==> config.mk <==
export PLATFORM = sky130hd
export DESIGN_NAME = updn_counter
export DESIGN_NICKNAME = d
export VERILOG_FILES = /design/src/rtl/updn_counter.sv
export SDC_FILE = /design/constraint.sdc
export NUM_CORES = 1
export LEC_CHECK = 0
export ABC_AREA = 1
export BUFFER_PORTS_ARGS = -buffer_cell sky130_fd_sc_hd__buf_2
export CAP_MARGIN = 30
export CORE_AREA = 4 4 41 43
export CTS_CLUSTER_SIZE = 14
export DETAILED_ROUTE_END_ITERATION = 16
export DIE_AREA = 0 0 45 47
export PLACE_DENSITY = 0.46
export SLEW_MARGIN = 0
export SYNTH_ARGS = -nofsm -noshare
export SYNTH_HDL_FRONTEND = slang
export SYNTH_SLANG_ARGS = --single-unit
export TNS_END_PERCENT = 1
==> constraint.sdc <==
create_clock -name clk -period 2.1 [get_ports clk]
set_input_delay 0.21 -clock clk [delete_from_list [all_inputs] [get_ports clk]]
set_output_delay 0.21 -clock clk [all_outputs]
set_load 0.01 [all_outputs]
==> src/rtl/updn_counter.sv <==
module updn_counter #(
  parameter bit DECADE = 1'b0
) (
  input  logic       clk,
  input  logic       rst,
  input  logic       load_n,
  input  logic       cnt_par_n,
  input  logic       cnt_trk_n,
  input  logic       up,
  input  logic [3:0] din,
  output logic [3:0] q,
  output logic       term_n
);
  localparam logic [3:0] LAST = DECADE ? 4'd9 : 4'd15;

  logic       cnt_en;
  logic       odd_bad;
  logic       at_end;
  logic [3:0] nxt;

  assign cnt_en  = !cnt_par_n && !cnt_trk_n;
  assign odd_bad = DECADE && (q > LAST) && q[0];

  always_comb begin
    if (up)
      nxt = (q == LAST || odd_bad) ? 4'd0 : q + 4'd1;
    else
      nxt = (q == 4'd0 || q > LAST) ? LAST : q - 4'd1;
  end

  assign at_end = up ? (q == LAST || odd_bad) : (q == 4'd0);
  assign term_n = !(!cnt_trk_n && at_end);

  always_ff @(posedge clk) begin
    if (rst)          q <= 4'd0;
    else if (!load_n) q <= din;
    else if (cnt_en)  q <= nxt;
  end

  a_r2_load: assert property (@(posedge clk) disable iff (rst)
    !load_n |=> q == $past(din));

  a_r3_hold: assert property (@(posedge clk) disable iff (rst)
    (load_n && (cnt_par_n || cnt_trk_n)) |=> $stable(q));

  a_r6_trk_blocks_flag: assert property (@(posedge clk) disable iff (rst)
    cnt_trk_n |-> term_n);

  generate
    if (DECADE) begin : g_dec
      a_r5_legal_stays_legal: assert property (@(posedge clk) disable iff (rst)
        (load_n && q <= 4'd9) |=> q <= 4'd9);
      a_r9_down_recovers: assert property (@(posedge clk) disable iff (rst)
        (load_n && cnt_en && !up && q > 4'd9) |=> q == 4'd9);
    end else begin : g_bin
      a_r4_up_steps: assert property (@(posedge clk) disable iff (rst)
        (load_n && cnt_en && up) |=> q == 4'($past(q) + 4'd1));
      a_r4_down_steps: assert property (@(posedge clk) disable iff (rst)
        (load_n && cnt_en && !up) |=> q == 4'($past(q) - 4'd1));
    end
  endgenerate
endmodule

==> Yosys cells after proc, flatten, opt, wreduce, memory -nomap -nowiden <==
Cells that the tools add are included.
W data, S select, Z words.
{ "totals": {"word_cells": 19, "output_inout_bits": 5, "reg_bits": 4, "inputBits": 10} }
{ "classes": {"n_eq_ne": 2, "mux": 6, "add_sub_neg": 2, "order_cmp": 1, "n_reduce_logical": 7} }
{ "op_table": {"columns": ["op", "n"], "rows": [
  ["$mux W4", 5],
  ["$add A4 B1 Y4 const B", 1],
  ["$eq A4 B4 Y1 const B", 1],
  ["$gt A4 B4 Y1 const B", 1],
  ["$logic_not A4 Y1", 1],
  ["$sub A4 B1 Y4 const B", 1],
  ["$logic_not A1 Y1", 3],
  ["$logic_and A1 B1 Y1", 2],
  ["$ne A2 B1 Y1 const B", 1],
  ["$logic_or A1 B1 Y1", 1],
  ["$mux W1", 1]
]} }

==> Depth between registers and ports, before layout <==
Gate-level depths: netlist (run 1).
{ "depth": {"ltp_word": 6, "depth_mapped": 8, "mapped_depth_nobuf": 8} }

==> Least setup slack after synthesis (run 1) <==
OpenSTA, ideal clock, no wires.
{ "synth_path": {"path_type": "register -> register", "startpoint": "register q[0]", "endpoint": "register q[3]", "n_path_buf": 0, "path_slack_ps": 797, "path_stages_with_launch": 9, "t_arrival_ps": 1190, "setup_time_ps": 114, "t_required_ps": 1986, "period_less_slack_ps": 1303, "path_cell_list": "dfxtp_1 inv_1 ha_1 a21oi_1 nand2_1 nand3_1 nand3_1 nand2_1 a21oi_2"} }
{ "synth_between": {"elab_chain_len": 6, "elab_cells_between_ends": 11, "classes_between": "add/sub: 2; order compare: 1; eq/ne: 1; mux: 5; reduce/logical: 2"} }
{ "synth_rtl": {"columns": ["element", "line", "rtl"], "rows": [
  ["start, declared", "11", "output logic [3:0] q,"],
  ["start signal, assigned", "36", "else if (!load_n) q <= din;"],
  ["start signal, assigned", "37", "else if (cnt_en) q <= nxt;"],
  ["$gt A4 B4 Y1 or $logic_not A4 Y1 (tied branches)", "28", "nxt = (q == 4'd0 || q > LAST) ? LAST : q - 4'd1;"],
  ["$logic_or A1 B1 Y1", "28", null],
  ["$mux W4", "28", null],
  ["$mux W4 *", "25", "if (up)"],
  ["$mux W4 *", "37", null],
  ["$mux W4 *", "36", null]
]} }
Every way passes the cells marked *; elsewhere a longest branch is shown, timed or not. The select of a mux whose other input is x is not followed.
A chain may end at the register's enable or synchronous reset.

==> Final worst setup path (run 1) <==
{ "layout_path": {"startpoint": "register q[1]", "endpoint": "output term_n"} }
{ "layout_between": {"elab_chain_len": 4, "elab_cells_between_ends": 5, "classes_between": "eq/ne: 1; mux: 1; reduce/logical: 3"} }
{ "layout_rtl": {"columns": ["element", "line", "rtl"], "rows": [
  ["$eq A4 B4 Y1 or $logic_not A4 Y1 (tied branches)", "31", "assign at_end = up ? (q == LAST || odd_bad) : (q == 4'd0);"],
  ["$mux W1 *", "31", null],
  ["$logic_and A1 B1 Y1 *", "32", "assign term_n = !(!cnt_trk_n && at_end);"],
  ["$logic_not A1 Y1 *", "32", null],
  ["end, declared", "12", "output logic term_n"]
]} }
Every way passes the cells marked *; elsewhere a longest branch is shown, timed or not.

==> metrics.txt, run 1 <==
status=finished, final reports clean; fillers=148; TritonCTS clock tree=built; Die Area=2115 um^2; number of clock sinks=4; CTS H-Tree Depth=1; most frequent cells after synthesis=nand2_1, nand3_1, dfxtp_1, inv_1; Post-CTS Resized=0; DRT Pass-1 Iters=3; CTS buffer count=3; post-synth top area cell=dfxtp_1; Adder-Cell Fraction of Synth Area=0.06849; Synth Area in Compound Gates=0.1096; row count=13; vias in the first global route=385; post-synth top area share=0.2192; Fmax=589.5 MHz; initial DRC count=7; Clock Path Buffers=2; Pwr Density=576.5 nW/um^2; final setup vio count=0; Post-synth EDFFs=0; Tmin final=1.696 ns; Max Slew Vio Count=0; Synth Area in Simple Gates=0.4521; Post-synth ARST share=0; setup repair bufs after CTS=0; Routed WL=948 um; vias per std cell=4.552; die width=45 um; Sum Neg Setup Slack=0 ns; clock root cell=clkbuf_4; GP Congestion=0.6832; register area=80.08 um^2; biggest regs=q (4); top-count cell post-synth=nand2_1; endpoints failing hold=0; Critical Path Sink Type=output pin; final worst-path cycle share=0.8078; post-DR wirelength/cell=10.90 um; synthesized area per cell=6.524 um^2; mux cell area share after synthesis=0; Overall Global Routing Usage=0.1098; DRC=0; Reg2Reg Setup Slack=0.70 ns; multi-input logic area=247.7 um^2; largest net degree at the start of global routing=10; crit path DAT=1.49 ns; Primary FF master, synth=dfxtp_1; Largest register FFs=4; Static Leak=0.0002259 uW; WP data required=1.89 ns; Vias=396; initial core utilization=0.2808; Slew @ Worst Pin=0.4476 ns; layout cells sized above 1=0.3472; Biggest register=q; Top-Level Pins=15; Final ANT Viol Nets=0; Syn Std Cell Area=365.4 um^2; P&R area growth vs syn=27.40%; hpwl dp=736.7 um; synth top area cells=dfxtp_1, nand2_1, nand3_1, ha_1, a31oi_1; Core Area=1301 um^2; max capacitance violation total=0; Clk Latency, worst-skew pair=0.24 ns; startpoint type of the worst setup path=flip-flop; number of hold buffers added after cts=0; Yosys reg bits=4; XOR/XNOR Fraction of Synth Area=0.04795; first-pass GRT wire length=1649 um; Slew Limit Headroom=0.7012; Synth Instances=56; unrepaired setup endpoints after global routing=no; CP max FO=7; sequential area share after synthesis=0.2192; nets@finish=86; WS Path Type=reg2out; final core occ=0.3577; Ant. Diodes=0; Synth Net Count=68; Power, Total=268.3 uW; gr ovfl total=0; worst vdd ir=0.1874 mV; worst min path class=in2reg; post-synth cell types=19; clock skew=0.001168 ns; largest family of logic cells by synthesized area=simple AND/OR/NAND/NOR gates; Die Y=47 um; CTS clk-pin slew, worst paths=0.04 ns; I/O Buffers=14; Yosys warning count=0; initial antenna violation count=0
## power breakdown
part / total [uW] / internal [uW] / leakage (uW) / switching [uW]
combinational: 70.4 / 32.5 / 0.000179 / 37.9
sequential: 96.7 / 82.1 / 0.0000331 / 14.6
clock: 101 / 64.3 / 0.0000138 / 36.9
## kinds of logic (layout without fill, tap and decap cells)
| family | count (synthesis) | after routing |
|---|---|---|
| compound gates | 6 | 6 |
| flops | 4 | 4 |
| fa+ha+maj | 2 | 2 |
| xor+xnor | 2 | 2 |
| buf+inv | 8 | 24 |
| simple gates | 34 | 34 |
## cell usage in the layout (no fill, tap or decap), drive strengths merged
master,synthesis,routed
a21o,1,1
a21oi,2,2
a31oi,3,3
buf,1,14
clkbuf,0,3
dfxtp,4,4
ha,2,2
inv,7,7
nand2,18,18
nand3,7,7
nand4,3,3
nor2,5,5
nor3,1,1
xnor2,1,1
xor2,1,1
## stage by stage
step / hold WS, ns / std cells / cell area, um^2 / setup WS [ns]
after floorplan: 0.2724 / 56 / 365.4 / 0.7966
after global placement: 0.4297 / 84 / 442.9 / 0.6408
after detailed placement: 0.4316 / 84 / 442.9 / 0.6635
after CTS: 0.1785 / 87 / 465.4 / 0.3941
after global routing: 0.1820 / 87 / 465.4 / 0.2908
final: 0.1926 / 87 / 465.4 / 0.4036
## worst max-delay path, cell delays in order (launching register included)
cell	delay, ns
dfxtp_1	0.51
ha_1	0.26
nand4_1	0.14
a21o_1	0.21
buf_2	0.13
## per-layer routing
metal | track usage | part of all wire | vias up
met3 | 0.04981 | 0.075 | 2
met1 | 0.1386 | 0.48 | 165
met5 | 0 | 0 | -
met4 | 0.03509 | 0.013 | 0
met2 | 0.1667 | 0.43 | 12
li1 | - | - | 217
## final cells by class
class | count | share of cell area
timing repair buffer | 14 | 0.1505
multi-input combinational | 44 | 0.5323
inverter | 7 | 0.05645
clock buffer | 3 | 0.04839
sequential | 4 | 0.1720
tap | 15 | 0.04032
## worst paths after layout
path | cells past startpoint | to | startpoint
setup reg to reg | 8 | q[3] | q[0]
hold reg to reg | 2 | q[3] | q[3]
hold / removal | 2 | q[3] | rst
setup / recovery | 4 | term_n | q[1]
(Power assumes the default switching activity.)
==> inputs of run 2 (changes only) <==
ABC_AREA = 0   (was 1)
clock period = 1.5 ns   (was 2.1 ns; I/O delays follow)
==> run 2 against run 1 <==
The flow now finishes with violations (setup timing). Register-to-register slack got worse by 0.79 ns. Critical path depth is 2 higher. Count of clock-buffer cells in the layout increased by 1. Core utilization up 6.3 points. Largest power group unchanged.
==> metrics.txt, run 2 <==
status=complete, but fails checks; failing checks=setup timing; CP max FO=4 (-3); die width=45 um (unchanged); GP Congestion=0.7597 (+11%); Die Y=47 um (unchanged); Hold Slack=0.1221 ns (-0.07056 ns); Hold Crit Depth=2 (unchanged); Max Slew Vio Count=0 (unchanged); Pwr Density=759.8 nW/um^2 (+32%); CP Cell Sequence=inv_4 > ha_4 > or3b_4 > o21ai_2 > nand2b_1 > buf_2; P&R area growth vs syn=64.66%; hpwl dp=793.6 um (+7.7%); Primary FF master, synth=dfxtp_1; Top-Level Pins=15 (unchanged); gr ovfl total=0 (unchanged); Ant. Diodes=0 (unchanged); endpoints failing hold=0 (unchanged); layout cells sized above 1=0.5224 (+0.1752); WS Path Type=reg2out; final setup vio count=2 (+2); Reg2Reg Setup Slack=-0.09 ns (-0.79 ns); post-synth top area share=0.2406 (+0.02142); worst min path class=in2reg; clock skew=0.01034 ns (+0.009177 ns); I/O Buffers=14 (unchanged); Static Leak=0.0002329 uW (+3.1%); Biggest register=q; Slew @ Worst Pin=0.3202 ns (-0.1274 ns); final setup margin=-0.1301 ns (-0.5338 ns); biggest regs=q (4); Yosys reg bits=4 (unchanged); vias per std cell=5.195 (+14%); max capacitance violation total=0 (unchanged); initial core utilization=0.2558 (-0.02500); Synth Net Count=54 (-21%); Critical Path Sink Type=output pin; Clk Latency, worst-skew pair=0.24 ns (about the same); worst vdd ir=0.4372 mV (+130%); synthesized area per cell=7.924 um^2 (+21%); reg2reg end=q[3]; number of clock sinks=4 (unchanged); Fmax=613.4 MHz; pre-CTS setup slack=-0.04425 ns (-0.7077 ns); Post-synth EDFFs=0 (unchanged); Post-synth ARST share=0 (unchanged); initial DRC count=7 (unchanged); largest net degree at the start of global routing=10 (unchanged); number of hold buffers added after cts=0 (unchanged); Hold Crit Endpoint=q[0]; Die Area=2115 um^2 (unchanged); CTS clk-pin slew, worst paths=0.04 ns (about the same); Synth Instances=42 (-25%); final worst-path cycle share=1.087; commonest cells after routing, fill and taps aside=buf_2, buf_4, nor2_1, a21oi_1; clock root cell=clkbuf_4; Vias=426 (+7.6%); Reg2Reg Depth=7 (-1); Sum Neg Setup Slack=-0.2173 ns (-0.2173 ns); CTS H-Tree Depth=1 (unchanged); nets@finish=80 (-7.0%); row count=13 (unchanged); Slew Limit Headroom=0.7857 (+0.08455); post-synth cell types=23 (+4); most frequent cells after synthesis=a21oi_1, dfxtp_1, nor2_1; Tmin final=1.630 ns; post-synth top area cell=dfxtp_1; initial antenna violation count=0 (unchanged); Largest register FFs=4 (unchanged); Overall Global Routing Usage=0.1202 (+0.01036); Core Area=1301 um^2 (unchanged); post-DR wirelength/cell=13.41 um (+23%); Clock Path Buffers=2 (unchanged); TritonCTS clock tree=built; DRC=0 (unchanged); Routed WL=1100 um (+16%); Syn Std Cell Area=332.8 um^2 (-8.9%); unrepaired setup endpoints after global routing=yes; vias in the first global route=424 (+10%); synth top area cells=dfxtp_1, ha_1, a21oi_1, a311oi_1, o221ai_1; CTS buffer count=3 (unchanged); Final ANT Viol Nets=0 (unchanged); sequential area share after synthesis=0.2406 (+0.02142); WP data required=1.35 ns (-0.54 ns); max incr delay on CP=0.38 ns (-0.13 ns); hold_sp=rst; slowest library cell on the worst path=or3b_4; commonest non-fill, non-tap cell in the layout=buf_2; crit path DAT=1.48 ns (about the same); first-pass GRT wire length=1800 um (+9.2%); Yosys warning count=0 (unchanged); DRT Pass-1 Iters=4 (+1); Reg2Reg Launch Point=q[1]; startpoint type of the worst setup path=flip-flop; Power, Total=416.4 uW (+55%)
[run 2: cell count changes after synthesis, moves of 3 or more]
cell	delta
nand2_1	-15
nand3_1	-6
a21oi_1	+3
a31oi_1	-3
inv_2	-3
nand4_1	-3
o21ai_0	+3
[run 2: logic make-up (layout without fill, tap and decap cells)]
logic type,count (synthesis),in the layout,synth area share
AO/OA/AOI/OAI,15,15,0.3308
AND/OR/NAND/NOR,15,15,0.2519
flip-flops,4,4,0.2406
buffers and inverters,4,29,0.04510
adder cells (fa/ha/maj),2,2,0.07518
XOR/XNOR,1,1,0.02632
multiplexers,1,1,0.03008
[run 2: final cells by class]
| class | count | area (um^2) |
|---|---|---|
| Timing Repair Buffer | 22 | 130.1 |
| Tap cell | 15 | 18.77 |
| Fill cell | 142 | 753.2 |
| Sequential cell | 4 | 87.58 |
| Inverter | 3 | 16.27 |
| Multi-Input combinational cell | 34 | 269.0 |
| Clock buffer | 4 | 26.28 |
[run 2: how the worst max path moves through the flow]
stage               start     end  slack (ns)  depth (start not counted)
floorplan            q[0]    q[0]        0.02                          6
global placement     q[1]    q[2]       -0.09                          5
detailed placement   q[1]  term_n       -0.04                          6
CTS                  q[1]  term_n       -0.14                          6
global route         q[1]  term_n       -0.18                          6
finish               q[1]  term_n       -0.13                          6
[run 2: stage by stage]
stage / cells / util / instance area [um^2]
final: 82 / 0.4212 / 548.0
after detailed placement: 77 / 0.3673 / 478.0
after global routing: 82 / 0.4212 / 548.0
after global placement: 77 / 0.3673 / 478.0
after CTS: 82 / 0.4212 / 548.0
after floorplan: 42 / - / 340.3
[run 2: power breakdown]
group | switching, uW | total (uW) | internal [uW]
sequential | 16.7 | 131 | 115
clock | 49.4 | 150 | 100
combinational | 62.9 | 135 | 72.4
[run 2: critical path, delay by kind of cell (launching register included)]
kind                       cells  cell delay [ns]
buffers and inverters          2             0.20
adders and majority gates      1             0.13
AOI/OAI and AO/OA              1             0.12
DFF                            1             0.35
and+or+nand+nor                2             0.44
[run 2: repair_timing]
| item | CTS | global route |
|---|---|---|
| endpoints found under the setup margin | 4 | 3 |
| buffers inserted | 1 | 0 |
| pin swaps | 4 | 1 |
| resized for setup | 9 | 0 |
[run 2: per-layer routing]
metal,global-route usage,share of wire,vias up
met5,0,0,-
met4,0.03509,0,0
met3,0.03831,0.077,0
met2,0.2345,0.54,22
met1,0.1207,0.39,194
li1,-,-,210
==> inputs of run 3 (changes only) <==
CTS_BUF_LIST = sky130_fd_sc_hd__clkbuf_16   (was default)
==> run 3 against run 2 <==
The flow still finishes with violations (setup timing). Final cell count is the same. Global-route usage down 0.40 points. Maximum frequency increased by 0.61%. Non-clock buffer count unchanged. Worst setup slack better by 0.0099 ns. Sequential cell count unchanged. Die area unchanged. Register-to-register slack better by 0.11 ns. Cell area up 8.0%. Count of clock-buffer cells in the layout is 1 lower. Power increased by 64%. Highest routed layer unchanged.
==> metrics.txt, run 3 (synthesis gave the netlist of run 2 again) <==
status=complete, but fails checks; failing checks=setup timing; WS Path Type=reg2out; Top-Level Pins=15 (unchanged); CTS buffer count=3 (unchanged); Slew @ Worst Pin=0.3110 ns (-0.009175 ns); Clk Latency, worst-skew pair=0.23 ns (about the same); row count=13 (unchanged); Fmax=617.2 MHz (+0.61%); fillers=141 (-0.70%); endpoints failing hold=0 (unchanged); unrepaired setup endpoints after global routing=yes; grt met3 use=0.03831 (unchanged); I/O Buffers=14 (unchanged); Clock Path Buffers=2 (unchanged); Cell Int Power=531.7 uW (+85%); post-DR wirelength/cell=12.85 um (-4.2%); hpwl dp=793.6 um (unchanged); final setup vio count=1 (-1); placed inst area=478.0 um^2 (unchanged); switching share of power=0.2223 (-0.08765); Vias=409 (-4.0%); Comb pwr share=0.191 (-0.134); DRT Pass-1 Iters=4 (unchanged); initial core utilization=0.2558 (unchanged); die width=45 um (unchanged); gr ovfl total=0 (unchanged); Reg2Reg Setup Slack=0.02 ns (+0.11 ns); vias per std cell=4.988 (-4.0%); Die Y=47 um (unchanged); Core Area=1301 um^2 (unchanged); P&R area growth vs syn=77.82%; startpoint type of the worst setup path=flip-flop; initial antenna violation count=0 (unchanged); Final ANT Viol Nets=0 (unchanged); Routed WL=1054 um (-4.2%); number of clock sinks=4 (unchanged); CTS H-Tree Depth=1 (unchanged); WP data required=1.35 ns (about the same); crit path DAT=1.47 ns (about the same); Slew Limit Headroom=0.7919 (+0.006139); clock root cell=clkbuf_16; CTS clk-pin slew, worst paths=0.03 ns (about the same); Critical Path Sink Type=output pin; Largest register FFs=4 (unchanged); vias in the first global route=418 (-1.4%); TritonCTS clock tree=built; largest net degree at the start of global routing=10 (unchanged); final instance area=591.8 um^2 (+8.0%); final setup margin=-0.1202 ns (+0.009941 ns); Net Sw Power=152.0 uW (+18%); max capacitance violation total=0 (unchanged); Biggest register=q; CP max FO=4 (unchanged); clock skew=0.005614 ns (-0.004731 ns); routing usage on met2=0.2232 (-0.01130); Die Area=2115 um^2 (unchanged); Ant. Diodes=0 (unchanged); Max Slew Vio Count=0 (unchanged); nets@finish=80 (unchanged); Tmin final=1.620 ns (-0.009941 ns); GR peak layer=met2; commonest cells after routing, fill and taps aside=buf_2, buf_4, nor2_1, a21oi_1; sequential group share of total power=0.193 (-0.123); layout cells sized above 1=0.5373 (+0.01493); worst min path class=in2reg; first-pass GRT wire length=1745 um (-3.1%); initial DRC count=6 (-1); worst vdd ir=0.8957 mV (+100%); commonest non-fill, non-tap cell in the layout=buf_2; DRC=0 (unchanged); Static Leak=0.0002596 uW (+11%); final worst-path cycle share=1.080 (-0.006627); Clock Power Share=0.615 (+0.256); biggest regs=q (4); GP Congestion=0.7597 (unchanged); Power, Total=683.7 uW (+64%); met1 usage=0.1185 (-0.002278); Pwr Density=1155 nW/um^2 (+52%); Overall Global Routing Usage=0.1162 (-0.003953)
## run 3: cell count changes in the layout (fill, tap and decap cells not counted), sizes merged
cell | previous run | this run
inv | 3 | 4
clkbuf | 4 | 3
## run 3: per-layer routing
layer  up-vias  part of all wire
met4         0                 0
met3         0             0.056
met1       186              0.43
met2        13              0.52
met5         -                 0
li1        210                 -
## run 3: worst paths after layout
path / startpoint / end / depth (start not counted)
max: q[1] / term_n / 6
min: rst / q[0] / 2
min reg2reg: q[2] / q[2] / 2
max reg2reg: q[0] / q[2] / 5
## run 3: critical path, cell delays in order (launching register included)
cell      delay [ns]
dfxtp_4         0.35
inv_4           0.06
ha_4            0.13
or3b_4          0.39
o21ai_2         0.12
nand2b_1        0.06
buf_2           0.14
## run 3: power groups by stage
stage	clock [uW]	combinational (uW)	sequential, uW
2_1_floorplan	0	53.4	135
3_3_place_gp	0	118	132
3_5_place_dp	0	117	131
4_1_cts	426	126	131
5_1_grt	433	146	134
6_report	421	131	132
## run 3: final cells by class
cell class	count	area, um^2	share of cell area
timing repair buffer	22	130.1	0.2199
clock buffer	3	75.07	0.1268
inverter	3	16.27	0.02748
multi-input combinational	34	259.0	0.4376
sequential	4	88.84	0.1501
tap	15	18.77	0.03171
clock inverter	1	3.754	0.006342
## run 3: through the flow
step | setup slack [ns] | setup TNS [ns] | utilization | std cells | hold WS, ns
after floorplan | 0.02294 | 0 | - | 42 | 0.2094
after global placement | -0.09203 | -0.1733 | 0.3673 | 77 | 0.3711
after detailed placement | -0.04425 | -0.1307 | 0.3673 | 77 | 0.3748
after CTS | -0.1290 | -0.1290 | 0.4442 | 81 | 0.1400
after global routing | -0.1746 | -0.3051 | 0.4548 | 82 | 0.1593
final | -0.1202 | -0.1202 | 0.4548 | 82 | 0.1380
## run 3: repair_timing
action                     in CTS  in global routing
setup endpoints to repair       4                  3
gates resized for setup         6                  3
buffers inserted                0                  1
hold buffers                    0                  0
pin swaps                       2                  3
